==> src/rtl/wpcmd_pkg.sv <==
package wpcmd_pkg;

   typedef enum logic [2:0] {
      PH_IDLE,
      PH_KEY1,
      PH_KEY2,
      PH_LOAD,
      PH_ERA3,
      PH_ERA4,
      PH_ERA5,
      PH_BUSY
   } phase_t;

   localparam logic [7:0]  KEY_A    = 8'hAA;
   localparam logic [7:0]  KEY_B    = 8'h55;
   localparam logic [7:0]  OP_PROT  = 8'hA0;
   localparam logic [7:0]  OP_ERASE = 8'h80;
   localparam logic [7:0]  OP_UNLK  = 8'h20;
   localparam logic [14:0] LOC_HI   = 15'h5555;
   localparam logic [14:0] LOC_LO   = 15'h2AAA;

endpackage

==> src/rtl/wpcmd_decode.sv <==
module wpcmd_decode
   import wpcmd_pkg::*;
#(
   parameter int ADDR_W = 17,
   parameter int DATA_W = 8,
   parameter int CMP_W  = 15
) (
   input  logic [ADDR_W-1:0] addr_i,
   input  logic [DATA_W-1:0] data_i,
   output logic              key_a_o,
   output logic              key_b_o,
   output logic              op_prot_o,
   output logic              op_erase_o,
   output logic              op_unlk_o
);

   localparam logic [CMP_W-1:0] CMP_HI = CMP_W'(LOC_HI);
   localparam logic [CMP_W-1:0] CMP_LO = CMP_W'(LOC_LO);

   initial begin
      assert (DATA_W == 8) else $error("wpcmd_decode: DATA_W must be 8");
      assert (CMP_W >= 15 && CMP_W <= ADDR_W) else $error("wpcmd_decode: CMP_W out of range");
   end

   logic [CMP_W-1:0] cmp_addr;

   generate
      if (CMP_W == ADDR_W) begin : g_full
         assign cmp_addr = addr_i;
      end else begin : g_low
         logic unused_hi;
         assign cmp_addr  = addr_i[CMP_W-1:0];
         assign unused_hi = ^addr_i[ADDR_W-1:CMP_W];
      end
   endgenerate

   logic at_hi, at_lo;
   assign at_hi = (cmp_addr == CMP_HI);
   assign at_lo = (cmp_addr == CMP_LO);

   assign key_a_o    = at_hi && (data_i == KEY_A);
   assign key_b_o    = at_lo && (data_i == KEY_B);
   assign op_prot_o  = at_hi && (data_i == OP_PROT);
   assign op_erase_o = at_hi && (data_i == OP_ERASE);
   assign op_unlk_o  = at_hi && (data_i == OP_UNLK);

endmodule

==> src/rtl/wpcmd_window.sv <==
module wpcmd_window #(
   parameter int LOAD_TIMEOUT = 7500,
   parameter int PAGE_BYTES   = 128
) (
   input  logic clk,
   input  logic rst_n,
   input  logic open_i,
   input  logic active_i,
   input  logic wr_i,
   output logic close_o
);

   localparam int IDLE_W = $clog2(LOAD_TIMEOUT + 1);
   localparam int BYTE_W = $clog2(PAGE_BYTES + 1);

   initial begin
      assert (LOAD_TIMEOUT >= 1) else $error("wpcmd_window: LOAD_TIMEOUT must be positive");
      assert (PAGE_BYTES >= 1) else $error("wpcmd_window: PAGE_BYTES must be positive");
   end

   logic [IDLE_W-1:0] idle_q;
   logic [BYTE_W-1:0] bytes_q;

   always_ff @(posedge clk) begin
      if (!rst_n) begin
         idle_q  <= '0;
         bytes_q <= '0;
      end else if (open_i) begin
         idle_q  <= '0;
         bytes_q <= '0;
      end else if (active_i) begin
         if (wr_i) begin
            idle_q  <= '0;
            bytes_q <= bytes_q + BYTE_W'(1);
         end else begin
            idle_q  <= idle_q + IDLE_W'(1);
         end
      end
   end

   assign close_o = active_i &&
                    ((wr_i && (bytes_q == BYTE_W'(PAGE_BYTES - 1))) ||
                     (!wr_i && (idle_q == IDLE_W'(LOAD_TIMEOUT - 1))));

   // page count never passes the page size
   assert_page_bound_R6: assert property (@(posedge clk) disable iff (!rst_n)
      bytes_q <= BYTE_W'(PAGE_BYTES));

   // silent-cycle count never passes the timeout
   assert_idle_bound_R5: assert property (@(posedge clk) disable iff (!rst_n)
      idle_q <= IDLE_W'(LOAD_TIMEOUT));

endmodule

==> src/rtl/wpcmd_guard.sv <==
module wpcmd_guard
   import wpcmd_pkg::*;
#(
   parameter int ADDR_W       = 17,
   parameter int DATA_W       = 8,
   parameter int CMP_W        = 15,
   parameter int LOAD_TIMEOUT = 7500,
   parameter int PAGE_BYTES   = 128,
   parameter bit PROT_INIT    = 1'b0
) (
   input  logic              clk,
   input  logic              rst_n,
   input  logic              wr_stb,
   input  logic [ADDR_W-1:0] wr_addr,
   input  logic [DATA_W-1:0] wr_data,
   input  logic              prog_done,
   output logic              prot_flag,
   output logic              wr_permit,
   output logic              prog_req,
   output logic              seq_err
);

   logic key_a, key_b, op_prot, op_erase, op_unlk;

   wpcmd_decode #(
      .ADDR_W (ADDR_W),
      .DATA_W (DATA_W),
      .CMP_W  (CMP_W)
   ) u_decode (
      .addr_i     (wr_addr),
      .data_i     (wr_data),
      .key_a_o    (key_a),
      .key_b_o    (key_b),
      .op_prot_o  (op_prot),
      .op_erase_o (op_erase),
      .op_unlk_o  (op_unlk)
   );

   phase_t ph_q, ph_n;
   logic   prot_q, prot_n;
   logic   tgt_q, tgt_n;
   logic   perm_q, perm_n;
   logic   req_q, req_n;
   logic   err_q, err_n;
   logic   win_open, win_close;

   wpcmd_window #(
      .LOAD_TIMEOUT (LOAD_TIMEOUT),
      .PAGE_BYTES   (PAGE_BYTES)
   ) u_window (
      .clk      (clk),
      .rst_n    (rst_n),
      .open_i   (win_open),
      .active_i (ph_q == PH_LOAD),
      .wr_i     (wr_stb),
      .close_o  (win_close)
   );

   always_comb begin
      ph_n     = ph_q;
      prot_n   = prot_q;
      tgt_n    = tgt_q;
      perm_n   = 1'b0;
      req_n    = 1'b0;
      err_n    = 1'b0;
      win_open = 1'b0;
      unique case (ph_q)
         PH_IDLE: if (wr_stb) begin
            if (key_a) begin
               ph_n = PH_KEY1;
            end else if (!prot_q) begin
               perm_n = 1'b1;
               req_n  = 1'b1;
               tgt_n  = prot_q;
               ph_n   = PH_BUSY;
            end
         end
         PH_KEY1: if (wr_stb) begin
            if (key_b) ph_n = PH_KEY2;
            else begin err_n = 1'b1; ph_n = PH_IDLE; end
         end
         PH_KEY2: if (wr_stb) begin
            if (op_prot) begin
               ph_n     = PH_LOAD;
               win_open = 1'b1;
            end else if (op_erase) begin
               ph_n = PH_ERA3;
            end else begin
               err_n = 1'b1;
               ph_n  = PH_IDLE;
            end
         end
         PH_LOAD: begin
            perm_n = wr_stb;
            if (win_close) begin
               req_n = 1'b1;
               tgt_n = 1'b1;
               ph_n  = PH_BUSY;
            end
         end
         PH_ERA3: if (wr_stb) begin
            if (key_a) ph_n = PH_ERA4;
            else begin err_n = 1'b1; ph_n = PH_IDLE; end
         end
         PH_ERA4: if (wr_stb) begin
            if (key_b) ph_n = PH_ERA5;
            else begin err_n = 1'b1; ph_n = PH_IDLE; end
         end
         PH_ERA5: if (wr_stb) begin
            if (op_unlk) begin
               req_n = 1'b1;
               tgt_n = 1'b0;
               ph_n  = PH_BUSY;
            end else begin
               err_n = 1'b1;
               ph_n  = PH_IDLE;
            end
         end
         PH_BUSY: if (prog_done) begin
            prot_n = tgt_q;
            ph_n   = PH_IDLE;
         end
         default: ph_n = PH_IDLE;
      endcase
   end

   always_ff @(posedge clk) begin
      if (!rst_n) begin
         ph_q   <= PH_IDLE;
         prot_q <= PROT_INIT;
         tgt_q  <= PROT_INIT;
         perm_q <= 1'b0;
         req_q  <= 1'b0;
         err_q  <= 1'b0;
      end else begin
         ph_q   <= ph_n;
         prot_q <= prot_n;
         tgt_q  <= tgt_n;
         perm_q <= perm_n;
         req_q  <= req_n;
         err_q  <= err_n;
      end
   end

   assign prot_flag = prot_q;
   assign wr_permit = perm_q;
   assign prog_req  = req_q;
   assign seq_err   = err_q;

   // a forwarded byte always traces back to a sampled write
   assert_permit_from_write_R11: assert property (@(posedge clk) disable iff (!rst_n)
      wr_permit |-> $past(wr_stb));

   // an abort always traces back to a sampled write
   assert_err_from_write_R9: assert property (@(posedge clk) disable iff (!rst_n)
      seq_err |-> $past(wr_stb));

   // the flag only moves at the end of a programming cycle
   assert_flag_on_done_R7: assert property (@(posedge clk) disable iff (!rst_n)
      (prot_q != $past(prot_q)) |-> $past(prog_done));

   // a write forwarded while protected must come from the load window
   assert_locked_permit_R3: assert property (@(posedge clk) disable iff (!rst_n)
      (wr_permit && prot_flag) |-> ($past(ph_q) == PH_LOAD));

   // programming request is a single-cycle pulse
   assert_req_pulse_R11: assert property (@(posedge clk) disable iff (!rst_n)
      prog_req |=> !prog_req);

   // no request and abort at once
   assert_req_err_excl_R9: assert property (@(posedge clk) disable iff (!rst_n)
      !(prog_req && seq_err));

endmodule

==> config.mk <==
export PLATFORM = sky130hd
export DESIGN_NAME = wpcmd_guard
export DESIGN_NICKNAME = d
export VERILOG_FILES = /design/src/rtl/wpcmd_pkg.sv /design/src/rtl/wpcmd_decode.sv /design/src/rtl/wpcmd_window.sv /design/src/rtl/wpcmd_guard.sv
export SDC_FILE = /design/constraint.sdc
export NUM_CORES = 1
export LEC_CHECK = 0
export ABC_CLOCK_PERIOD_IN_PS = 1800
export CORE_MARGIN = 5
export CORE_UTILIZATION = 48
export CTS_BUF_LIST = sky130_fd_sc_hd__clkbuf_2
export CTS_CLUSTER_SIZE = 20
export DETAILED_ROUTE_END_ITERATION = 8
export PLACE_DENSITY = 0.75
export SLEW_MARGIN = 10
export SYNTH_ARGS = -nofsm -noshare
export SYNTH_HDL_FRONTEND = slang
export SYNTH_SLANG_ARGS = --single-unit
==> constraint.sdc <==
create_clock -name clk -period 1.8 [get_ports clk]
set_clock_uncertainty 0.05 [all_clocks]
set_input_delay 0.36 -clock clk [delete_from_list [all_inputs] [get_ports clk]]
set_output_delay 0.36 -clock clk [all_outputs]
set_load 0.03 [all_outputs]
# After elaboration in Yosys (flattened, before gate mapping)
# Cells that the tools add are included.
[totals]
regBits = 29
input_bits = 29
out_inout_bits = 4
elab_cells = 103
[op_classes]
add_sub_neg = 2
n_eq_ne = 28
n_mux = 46
n_bitwise = 1
reduce_logical = 18
[ops]
columns = ["op", "count"]
rows = [
  ["3-bit two-way mux", 15],
  ["8-bit equality test, second input constant", 3],
  ["1-bit two-way mux", 24],
  ["3-bit one-hot mux with 8 select lines", 1],
  ["2-bit != test, second input constant", 11],
  ["8-bit by 7-bit equality test with 1-bit output, second input constant", 2],
  ["15-bit by 14-bit equality test with 1-bit output, second input constant", 1],
  ["15-bit equality test, second input constant", 1],
  ["13-bit by 1-bit adder with 13-bit output, second input constant", 1],
  ["13-bit equality test, second input constant", 1],
  ["13-bit two-way mux", 1],
  ["3-bit equality test, second input constant", 4],
  ["9-bit AND reduction", 1],
  ["8-bit by 1-bit adder with 8-bit output, second input constant", 1],
  ["8-bit by 6-bit equality test with 1-bit output, second input constant", 1],
  ["1-bit logical AND", 8],
  ["7-bit AND reduction", 1],
  ["3-bit by 2-bit equality test with 1-bit output, second input constant", 2],
  ["1-bit one-hot mux with 3 select lines", 2],
  ["1-bit one-hot mux with 4 select lines", 1],
  ["2-bit AND reduction", 2],
  ["2-bit OR reduction", 2],
  ["3-bit by 1-bit equality test with 1-bit output, second input constant", 1],
  ["3-bit logical NOT", 1],
  ["7 further kinds", 7],
]

# Longest topological paths before layout
[depth]
depth_word = 6
depth_mapped = 7
ltp_nobuf = 7

# Modules after synthesis
# From an unflattened synthesis, not the netlist that was laid out.
[hier_totals]
cells_unflattened = 211
area_unflattened_um2 = 1744.2
[modules_own_cells]
columns = ["module", "instances", "cells_each", "area_each_um2", "seq_area_each_um2"]
rows = [
  ["wpcmd_window", 1, 116, 991.0, 420.4],
  ["wpcmd_guard", 1, 70, 539.3, 160.2],
  ["wpcmd_decode", 1, 25, 214.0, 0.0],
]

# Least setup slack after synthesis
# OpenSTA, ideal clock, no wires.
[synth_timing]
path_kind = "in2reg"
from = "input wr_addr[1]"
to = "register ph_q[1]"
setup_ps = 117
arrival_time_ps = 1591
path_slack_ps = 41
path_stages = 6
path_buffers = 0
path_cell_list = "nor4b_2 -> and4_4 -> nand4_4 -> a21bo_2 -> and3_4 -> a32o_1"
[synth_via]
elab_chain_cells = 5
elab_cells_between_ends = 19
[synth_lines]
columns = ["item", "line", "rtl"]
rows = [
  ["start: declaration", "wpcmd_guard.sv:14", "input logic [ADDR_W-1:0] wr_addr,"],
  ["15-bit equality test or 15-bit by 14-bit equality test with 1-bit output (tied branches)", "wpcmd_decode.sv:38, wpcmd_decode.sv:39", ""],
  ["1-bit logical AND (on tied branches)", "n/a", ""],
  ["3-bit two-way mux, or another cell as far along", "wpcmd_guard.sv:110", "if (op_unlk) begin"],
  ["3-bit two-way mux (on tied branches)", "n/a", ""],
  ["3-bit one-hot mux with 8 select lines", "wpcmd_guard.sv:67", "unique case (ph_q)"],
  ["end signal: assignment", "wpcmd_guard.sv:136", "ph_q <= ph_n;"],
  ["end: declaration", "wpcmd_guard.sv:39", "phase_t ph_q, ph_n;"],
]
# Parallel ways exist; a longest one is shown, timed or not. The select of a mux whose other input is x is not followed.
# A chain may end at the register's enable or synchronous reset.

# Worst setup path after layout
[layout_timing]
from = "input wr_data[0]"
to = "register ph_q[1]"
[layout_via]
elab_chain_cells = 5
elab_cells_between_ends = 21
[layout_lines]
columns = ["item", "line", "rtl"]
rows = [
  ["start: declaration", "wpcmd_guard.sv:15", "input logic [DATA_W-1:0] wr_data,"],
  ["8-bit by 6-bit equality test with 1-bit output, or another cell as far along", "wpcmd_decode.sv:45", "assign op_unlk_o = at_hi && (data_i == OP_UNLK);"],
  ["1-bit logical AND (on tied branches)", "n/a", ""],
  ["3-bit two-way mux, or another cell as far along", "wpcmd_guard.sv:110", ""],
  ["3-bit two-way mux (on tied branches)", "n/a", ""],
  ["3-bit one-hot mux with 8 select lines", "wpcmd_guard.sv:67", ""],
]
# Parallel ways exist; a longest one is shown, timed or not. The select of a mux whose other input is x is not followed.

==> run_results.csv <==
group,metric,value,unit
run_status,status,"complete, but fails checks",
run_status,violations,"setup timing",
logic_synthesis,yosysTopAreaCellShare,0.3529,
global_routing,grt_pass1_vias,1651,
placement,port_buffers,30,
routing,vias,1622,
finish,nets,282,
floorplanning,die_y,68.55,um
finish,fin_area,2405,sq um
clocking,htreeDepth,2,
placement,place_area,2197,sq um
logic_synthesis,ys_seq_area_frac,0.3529,
logic_synthesis,synthesis.area,1645,sq um
logic_synthesis,synth.distinct_cells,48,
global_routing,grt_start_max_net_pins,15,
finish,drive_gt1_frac,0.2857,
finish,layout_common_cells,"30 x buf_4, 28 x nor2_1, 24 x dfxtp_1",
placement,hpwl,3162,um
floorplanning,coreArea,3337,sq um
global_routing,grt_usage,0.1935,
sta,setup_violations,5,
logic_synthesis,syn-instance-count,188,
floorplanning,rows,21,
power_and_ir_drop,power,1.603,mW
floorplanning,die_x,68.55,um
job,drv_cap,0,
logic_synthesis,yosys-top-cells-area,"dfxtp_1 35%, nor2_1 6.4%, xor2_1 6.4%",
sta,setup_ws,-0.04570,ns
sta,slew_viol_final,0,
clocking,cts_tree,"built",
clocking,cts_buffers,5,
floorplanning,initial_core_util,0.4931,
finish,multi_input_area,1135,sq um
floorplanning,dieArea,4698,sq um
logic_synthesis,yosysWarnings,0,
finish,fillCellCount,247,
routing,wire_per_inst,14.23,um
sta,fmax,0.5418,GHz
power_and_ir_drop,vdd_drop_max,539.7,uV
routing,drtPass1Iterations,6,
placement,dp.cells,286,
logic_synthesis,avgSynthCellArea,8.752,sq um
clocking,clock_sinks,29,
finish,instances_no_fill,298,
worst_hold_path,hold_class,"register to register",
routing,via_per_inst,5.443,
sta,fin_setup_tns,-0.1377,ns
logic_synthesis,synth_largest_area_cell,"dfxtp_1",
sta,max_slew_margin,0.7446,
power_and_ir_drop,p_leak,1.048,nW
logic_synthesis,synth_enable_flop_cells,0,
global_routing,grt_pass1_wl,6872,um
worst_setup_path,cp-end-kind,"register",
global_routing,overflow,0,
sta,hold_viol,0,
worst_setup_path,cp-start-kind,"input pin",
global_routing,antenna_found_initial,0,
finish,ff_latch_area,586.8,sq um
power_and_ir_drop,p_per_area,666.7,nW/um^2
sta,rsz0062_at_grt,"yes",
sta,fin_crit,1.846,ns
routing,drt_iter0_drc,133,
placement,pre_cts_ws,-0.5169,ns
logic_synthesis,synthFlopType,"dfxtp_1",
logic_synthesis,synth-async-reset-ratio,0,
finish,area_delta_synth_final,46.16,%
sta,worst_pin_slew,0.3818,ns
floorplanning,ios,33,
clocking,clkTransAtPathRegs,0.14,ns
clocking,cts_buffer_depth,2,
worst_setup_path,worstPathRequired,2.02,ns
sta,period_share,1.025,
worst_setup_path,arrival,2.07,ns
finish,diodes,0,
logic_synthesis,ys_ff_latch,29,
routing,drc,0,
worst_setup_path,criticalPathCategory,"input pin to register",
finish,layout_commonest_cell,"buf_4",
clocking,cts-root-buf,"clkbuf_2",
finish,utilization,0.7207,
logic_synthesis,syn_nets,219,
placement,gp_congestion,0.9072,
routing,wl,4242,um
worst_setup_path,critPathMaxFanout,4,
routing,ant_nets,0,
sta,hold_ws,0.4841,ns
clocking,clock_latency,0.37,ns
power breakdown:
part / switching [mW] / leakage [nW] / internal (mW)
combinational: 0.293 / 0.782 / 0.285
clock: 0.236 / 0.0287 / 0.0904
sequential: 0.0159 / 0.237 / 0.684
total: 0.544 / 1.05 / 1.06
Yosys cell counts, types with 2 or more instances:
library cell / count
dfxtp_1: 29
nor2_1: 28
nand2_1: 13
xor2_1: 12
nand3_1: 9
and3_1: 7
xnor2_1: 7
a21oi_1: 6
nand4_1: 6
nor3_1: 5
nor4b_1: 5
o21ai_0: 5
a31oi_1: 4
nor2b_1: 4
and3b_1: 3
clkbuf_1: 3
mux2i_1: 3
a22o_1: 2
and4_1: 2
and4b_1: 2
buf_2: 2
ha_1: 2
inv_1: 2
nor3_2: 2
o21ai_2: 2
area by class of cell:
type | instances | area share
clock inverters | 3 | 0.007284
multi-input cells | 150 | 0.4719
inverters | 3 | 0.004683
repair buffers | 62 | 0.2378
clock buffers | 5 | 0.01041
well taps | 46 | 0.02393
flip-flops and latches | 29 | 0.2440
cells by family (layout without fill, tap and decap cells):
group	after synthesis	in the layout	synth area share
AO/OA/AOI/OAI	27	27	0.1240
multiplexers	3	3	0.01825
adder cells (fa/ha/maj)	2	2	0.01521
flip-flops	29	29	0.3529
AND/OR/NAND/NOR	99	99	0.3643
XOR/XNOR	19	19	0.1011
buffers and inverters	9	73	0.02434
worst max-delay path, stage by stage:
cell             delay (ns)
clkdlybuf4s50_1        0.44
nor3b_2                0.22
and4_4                 0.29
nand4_4                0.11
a21bo_4                0.24
and3_4                 0.18
a32o_1                 0.23
per-layer routing:
layer  vias up  global-route usage  routed length [um]
li1        815                   -                   -
met1       746              0.2256                1844
met2        52              0.3302                2077
met3         9             0.05348                 228
met4         0             0.08189                  92
met5         -                   0                   0
state kept, by name (all words and copies together), names as in the netlist:
| register | count |
|---|---|
| u_window.bytes_q | 8 |
| seq_err | 1 |
| tgt_q | 1 |
| ph_q | 3 |
| prot_flag | 1 |
| prog_req | 1 |
| wr_permit | 1 |
| u_window.idle_q | 13 |
timing repair:
item	in CTS	in global routing
hold buffers	0	0
gates resized for setup	22	24
pin swaps	10	8
setup buffers	2	2
endpoints found under the setup margin	19	18
path summary, 6_finish.rpt:
kind / endpoint / cells past startpoint / slack (ns) / startpoint
max: ph_q[1] / 7 / -0.05 / wr_data[0]
min: prot_flag / 2 / 0.48 / tgt_q
max reg2reg: prog_req / 6 / 0.06 / ph_q[2]
min reg2reg: prot_flag / 2 / 0.48 / tgt_q
No activity file was read; power rests on OpenSTA's default activity.
